**src/rtl/spi_rat_pkg.sv**
```systemverilog
package spi_rat_pkg;

  typedef enum logic [1:0] {
    PH_DIR  = 2'd0,
    PH_ADDR = 2'd1,
    PH_DATA = 2'd2,
    PH_DONE = 2'd3
  } phase_t;

  // Field that the next sampled bit belongs to, given the bits already taken.
  function automatic phase_t phase_of(input int unsigned taken,
                                      input int unsigned addr_w,
                                      input int unsigned pkt_w);
    if (taken == 0)            return PH_DIR;
    else if (taken <= addr_w)  return PH_ADDR;
    else if (taken < pkt_w)    return PH_DATA;
    else                       return PH_DONE;
  endfunction

endpackage

```
**src/rtl/spi_rat_sync.sv**
```systemverilog
module spi_rat_sync #(
  parameter int          W       = 3,
  parameter logic [W-1:0] RST_VAL = '0
) (
  input  logic         clk,
  input  logic         rst_n,
  input  logic [W-1:0] d,
  output logic [W-1:0] q
);
  logic [W-1:0] meta;

  always_ff @(posedge clk or negedge rst_n) begin
    if (!rst_n) begin
      meta <= RST_VAL;
      q    <= RST_VAL;
    end else begin
      meta <= d;
      q    <= meta;
    end
  end
endmodule

```
**src/rtl/spi_rat_rx.sv**
```systemverilog
module spi_rat_rx
  import spi_rat_pkg::*;
#(
  parameter int ADDR_W = 7,
  parameter int DATA_W = 8,
  parameter int PKT_W  = 1 + ADDR_W + DATA_W,
  parameter int CNT_W  = $clog2(PKT_W + 1)
) (
  input  logic              clk,
  input  logic              rst_n,
  input  logic              active,
  input  logic              rise,
  input  logic              bit_in,
  output logic [CNT_W-1:0]  taken,
  output logic              rw,
  output logic [ADDR_W-1:0] addr_sh,
  output logic              addr_vld,
  output logic [DATA_W-1:0] rx_data,
  output logic              rx_vld
);
  localparam logic [CNT_W-1:0] LAST_ADDR = CNT_W'(ADDR_W);
  localparam logic [CNT_W-1:0] LAST_BIT  = CNT_W'(PKT_W - 1);
  localparam logic [CNT_W-1:0] FULL      = CNT_W'(PKT_W);

  logic [DATA_W-1:0] data_sh;

  always_ff @(posedge clk or negedge rst_n) begin
    if (!rst_n) begin
      taken    <= '0;
      rw       <= 1'b0;
      addr_sh  <= '0;
      data_sh  <= '0;
      rx_data  <= '0;
      addr_vld <= 1'b0;
      rx_vld   <= 1'b0;
    end else begin
      addr_vld <= 1'b0;
      rx_vld   <= 1'b0;
      if (!active) begin
        taken   <= '0;
        rw      <= 1'b0;
        addr_sh <= '0;
        data_sh <= '0;
      end else if (rise && taken < FULL) begin
        taken <= taken + 1'b1;
        unique case (phase_of(int'(taken), ADDR_W, PKT_W))
          PH_DIR:  rw <= bit_in;
          PH_ADDR: begin
            addr_sh <= {addr_sh[ADDR_W-2:0], bit_in};
            if (taken == LAST_ADDR) addr_vld <= 1'b1;
          end
          PH_DATA: begin
            data_sh <= {data_sh[DATA_W-2:0], bit_in};
            if (taken == LAST_BIT && !rw) begin
              rx_data <= {data_sh[DATA_W-2:0], bit_in};
              rx_vld  <= 1'b1;
            end
          end
          default: ;
        endcase
      end
    end
  end
endmodule

```
**src/rtl/spi_rat_tx.sv**
```systemverilog
module spi_rat_tx #(
  parameter int HDR_W  = 8,
  parameter int DATA_W = 8,
  parameter int PKT_W  = HDR_W + DATA_W,
  parameter int CNT_W  = $clog2(PKT_W + 1)
) (
  input  logic              clk,
  input  logic              rst_n,
  input  logic              active,
  input  logic              fall,
  input  logic              rw,
  input  logic [CNT_W-1:0]  taken,
  input  logic [DATA_W-1:0] tx_data,
  input  logic              tx_vld,
  output logic              miso
);
  localparam logic [CNT_W-1:0] HDR_DONE = CNT_W'(HDR_W);
  localparam logic [CNT_W-1:0] FULL     = CNT_W'(PKT_W);

  logic [DATA_W-1:0] sh;
  logic              loaded, started;
  logic              in_payload;

  assign in_payload = (taken >= HDR_DONE) && (taken < FULL);

  always_ff @(posedge clk or negedge rst_n) begin
    if (!rst_n) begin
      sh      <= '0;
      loaded  <= 1'b0;
      started <= 1'b0;
      miso    <= 1'b0;
    end else if (!active) begin
      sh      <= '0;
      loaded  <= 1'b0;
      started <= 1'b0;
      miso    <= 1'b0;
    end else begin
      if (rw && tx_vld && in_payload && !loaded && !started && !fall) begin
        sh     <= tx_data;
        loaded <= 1'b1;
      end
      if (fall && in_payload) begin
        started <= 1'b1;
        if (loaded) begin
          miso <= sh[DATA_W-1];
          sh   <= {sh[DATA_W-2:0], 1'b0};
        end
      end
    end
  end
endmodule

```
**src/rtl/spi_regacc_target.sv**
```systemverilog
module spi_regacc_target #(
  parameter int ADDR_W = 7,
  parameter int DATA_W = 8
) (
  input  logic              clk,
  input  logic              rst_n,
  input  logic              sclk_i,
  input  logic              sel_n_i,
  input  logic              mosi_i,
  output logic              miso_o,
  input  logic [DATA_W-1:0] tx_data,
  input  logic              tx_vld,
  output logic [ADDR_W-1:0] addr,
  output logic              addr_vld,
  output logic              rd_wr,
  output logic [DATA_W-1:0] rx_data,
  output logic              rx_vld
);
  localparam int HDR_W = 1 + ADDR_W;
  localparam int PKT_W = HDR_W + DATA_W;
  localparam int CNT_W = $clog2(PKT_W + 1);

  logic [2:0]       pins_s;
  logic             sclk_s, sel_n_s, mosi_s, sclk_prev;
  logic             rise, fall, active;
  logic [CNT_W-1:0] taken;

  spi_rat_sync #(.W(3), .RST_VAL(3'b010)) u_sync (
    .clk(clk), .rst_n(rst_n),
    .d({sclk_i, sel_n_i, mosi_i}), .q(pins_s)
  );

  assign {sclk_s, sel_n_s, mosi_s} = pins_s;

  always_ff @(posedge clk or negedge rst_n) begin
    if (!rst_n) sclk_prev <= 1'b0;
    else        sclk_prev <= sclk_s;
  end

  assign rise   =  sclk_s && !sclk_prev;
  assign fall   = !sclk_s &&  sclk_prev;
  assign active = !sel_n_s;

  spi_rat_rx #(.ADDR_W(ADDR_W), .DATA_W(DATA_W), .PKT_W(PKT_W), .CNT_W(CNT_W)) u_rx (
    .clk(clk), .rst_n(rst_n), .active(active), .rise(rise), .bit_in(mosi_s),
    .taken(taken), .rw(rd_wr), .addr_sh(addr), .addr_vld(addr_vld),
    .rx_data(rx_data), .rx_vld(rx_vld)
  );

  spi_rat_tx #(.HDR_W(HDR_W), .DATA_W(DATA_W), .PKT_W(PKT_W), .CNT_W(CNT_W)) u_tx (
    .clk(clk), .rst_n(rst_n), .active(active), .fall(fall), .rw(rd_wr),
    .taken(taken), .tx_data(tx_data), .tx_vld(tx_vld), .miso(miso_o)
  );
endmodule

```
**config.mk**
```make
export PLATFORM = sky130hd
export DESIGN_NAME = spi_regacc_target
export DESIGN_NICKNAME = d
export VERILOG_FILES = /design/src/rtl/spi_rat_pkg.sv /design/src/rtl/spi_rat_sync.sv /design/src/rtl/spi_rat_rx.sv /design/src/rtl/spi_rat_tx.sv /design/src/rtl/spi_regacc_target.sv
export SDC_FILE = /design/constraint.sdc
export NUM_CORES = 1
export LEC_CHECK = 0
export ABC_AREA = 1
export BUFFER_PORTS_ARGS = -buffer_cell sky130_fd_sc_hd__buf_2
export CAP_MARGIN = 20
export CORE_MARGIN = 1
export CORE_UTILIZATION = 43
export DETAILED_ROUTE_END_ITERATION = 12
export HOLD_SLACK_MARGIN = 0.06
export SYNTH_ARGS = -nofsm -noshare
export SYNTH_HDL_FRONTEND = slang
export SYNTH_SLANG_ARGS = --single-unit
```
**constraint.sdc**
```tcl
create_clock -name clk -period 3.7 [get_ports clk]
set_input_delay 0 -clock clk [delete_from_list [all_inputs] [get_ports clk]]
set_output_delay 0 -clock clk [all_outputs]
set_load 0.01 [all_outputs]
```
==> results_dict.tcl <==
set metrics [dict create \
    ys_seq_area_share_pct 53.4 \
    post_cts_buffers 0 \
    fp.dieW_um 74.4 \
    antenna_found_initial 0 \
    drive_gt1_share_pct 22.0 \
    start_kind "flop" \
    ctsResizeCount 0 \
    cts_sinks 48 \
    worst_pin_slew_ns 0.590 \
    hold_violations 0 \
    synthDominantCellAreaShare_pct 51.1 \
    grt_pass1_wl_um 7490 \
    p_per_area_nw_per_um2 373 \
    period_share_pct 49.2 \
    netlist_area_um2 2250 \
    diodes 0 \
    dpl.hpwl_um 2800 \
    path_max_fanout 16 \
    die_height_um 74.4 \
    period_needed_ns 1.82 \
    syn_area_per_cell_um2 8.73 \
    cts_tree "built" \
    finalNetCount 321 \
    area_growth_syn_to_layout_pct 19.9 \
    cts_root_buffer "clkbuf_8" \
    maxClockFrequency_ghz 0.550 \
    clockBufferDepth 2 \
    path_clk_slew_ns 0.09 \
    ant_nets 0 \
    gr-total-overflow 0 \
    place.gp.congestion 0.773 \
    start_util_pct 46.2 \
    ios 33 \
    criticalPathCategory "flop to flop" \
    core_um2 4880 \
    max-vdd-ir-drop_v 0.000174 \
    yosysWarnings 0 \
    post-route-drc-count 0 \
    cts_buffers 5 \
    first_pass_iters 4 \
    portBuffers 32 \
    async_flop_share_pct 100 \
    reg2reg_from "u_rx.taken[0]" \
    nFillCells 470 \
    ys_types 29 \
    routedWlPerCell_um 11.5 \
    die_area_um2 5530 \
    syn-instance-count 258 \
    synth_area_leaders "dfrtp_1 (51%), nand2_1 (10%), nor2_1 (6.2%), inv_1 (5.5%), nand3_1 (4.4%)" \
    grt_use_met3_pct 4.47 \
    grt_use_met1_pct 24.8 \
    synth_flop_cell "dfrtp_1" \
    required_ns 3.90 \
    cap_viol_max_count 0 \
    busiest_layer "met2" \
    startpoint "u_rx.taken[0]" \
    grt_use_total_pct 18.2 \
    finalMaxSlewViolations 0 \
    ctsHtreeMaxLevel 2 \
    via_count 1756 \
    rsz0062_at_grt "no" \
    syn_nets 275 \
    min_from "tx_vld" \
    clock_latency_ns 0.31 \
    std_cell_rows 25 \
    setup_viol 0 \
    finClkSkew_ns 0.00811 \
    use_met2_pct 28.0 \
    setup_tns_ns 0 \
    crit_arrival_ns 2.01 \
    hold_path.class "primary input to flop" \
    slew_headroom_pct 60.7 \
    first_iter_violations 124 \
    synth-seq-cells 48 \
    first_global_vias 1634 \
    grt_max_degree 49 \
    vias_per_cell 4.72 \
    timing.hold.ws_ns 0.271 \
    p_leak_nw 1.48 \
    endpoint_kind "flop" \
    status "completed" \
    yosys.area.top_type "dfrtp_1" \
    synth_enable_flop_cells 0 \
    wl_um 4290 \
]
-- worst max-delay path, cell delays in order, from the launching register on --
cell     delay (ns)
dfrtp_1        0.40
ha_1           0.20
nand2_1        0.11
nor2_1         0.11
ha_1           0.15
inv_1          0.04
nor3_1         0.27
nand3_4        0.25
nand2_1        0.14
o21ai_2        0.05
-- power breakdown --
| group | internal (mW) | total, mW | switching (mW) | leakage [nW] |
|---|---|---|---|---|
| Sequential | 0.535 | 0.547 | 0.0120 | 0.648 |
| Combinational | 0.0282 | 0.0722 | 0.0440 | 0.776 |
| Clock | 0.204 | 0.387 | 0.184 | 0.0548 |
-- cell type report --
type	count	area (um2)	share of cell area, %
Timing Repair Buffer	45	288	10.7
Clock inverter	3	46.3	1.71
Inverter	37	139	5.14
Tap cell	67	83.8	3.10
Clock buffer	5	68.8	2.55
Sequential cell	48	1200	44.6
Multi-Input combinational cell	167	871	32.3
-- cell usage after synthesis (3+ instances only) --
cell type  instances
o21ai_0            5
nand2_1           61
dfrtp_1           46
clkbuf_1           3
nand2_2            3
a21oi_1            7
inv_2              4
nor2_1            37
o21ai_2            7
ha_1               3
nand4_1            8
nand3_1           20
inv_1             33
-- cells in the final DEF (no fill, tap or decap), drive strengths merged --
master	count
nand2	65
inv	38
dfrtp	46
nand3	23
a211oi	1
clkinvlp	1
buf	33
nand4	10
nor3	1
bufinv	1
o21ai	14
o21a	1
a21oi	7
dlygate4sd3	12
ha	3
clkbuf	5
nor2	41
nor4	1
dfstp	2
-- registers in the layout (all words and copies together), names as in the netlist, 3 cells and up --
| register | count |
|---|---|
| u_rx.addr_sh | 7 |
| u_rx.taken | 5 |
| u_tx.sh | 8 |
| u_rx.rx_data | 8 |
| u_sync.q | 3 |
| u_sync.meta | 3 |
| u_rx.data_sh | 7 |
-- through the flow --
step | setup slack (ns) | utilization, % | cell area [um2] | power (mW) | instances
floorplan | 2.06 | - | 2250 | 0.589 | 258
global placement | 1.97 | 50.5 | 2460 | 0.621 | 352
detailed placement | 1.92 | 50.5 | 2460 | 0.621 | 352
CTS | 1.86 | 55.3 | 2700 | 1.02 | 372
global route | 1.68 | 55.3 | 2700 | 1.05 | 372
finish | 1.88 | 55.3 | 2700 | 1.01 | 372
-- logic make-up (layout without fill, tap and decap cells) --
logic type | Yosys count | in the layout | synth area share [%]
and+or+nand+nor | 141 | 141 | 30.5
DFF | 48 | 48 | 53.4
buffers and inverters | 43 | 90 | 7.89
AOI/OAI and AO/OA | 23 | 23 | 6.50
adders and majority gates | 3 | 3 | 1.67
-- repair_timing --
action | in CTS | in global routing
endpoints found under the setup margin | 0 | 0
hold endpoints to repair | 57 | 0
hold buffers | 12 | 0
-- worst paths after layout --
path	slack [ns]	to	cells past startpoint
min in group asynchronous	0.31	u_rx.rx_data[6]	3
worst max-delay path	1.88	u_rx.rx_data[5]	9
worst max register to register	1.88	u_rx.rx_data[5]	9
worst min-delay path	0.27	u_tx.sh[7]	7
worst min register to register	0.36	u_sync.q[2]	0
max in group asynchronous	2.98	u_rx.data_sh[0]	3
-- routing by layer --
layer | vias up | share of wire, %
met4 | 0 | 1.6
li1 | 903 | -
met2 | 32 | 44
met5 | - | 0
met3 | 6 | 3.4
met1 | 815 | 51
Note: power is estimated with default switching activity, not from simulation.
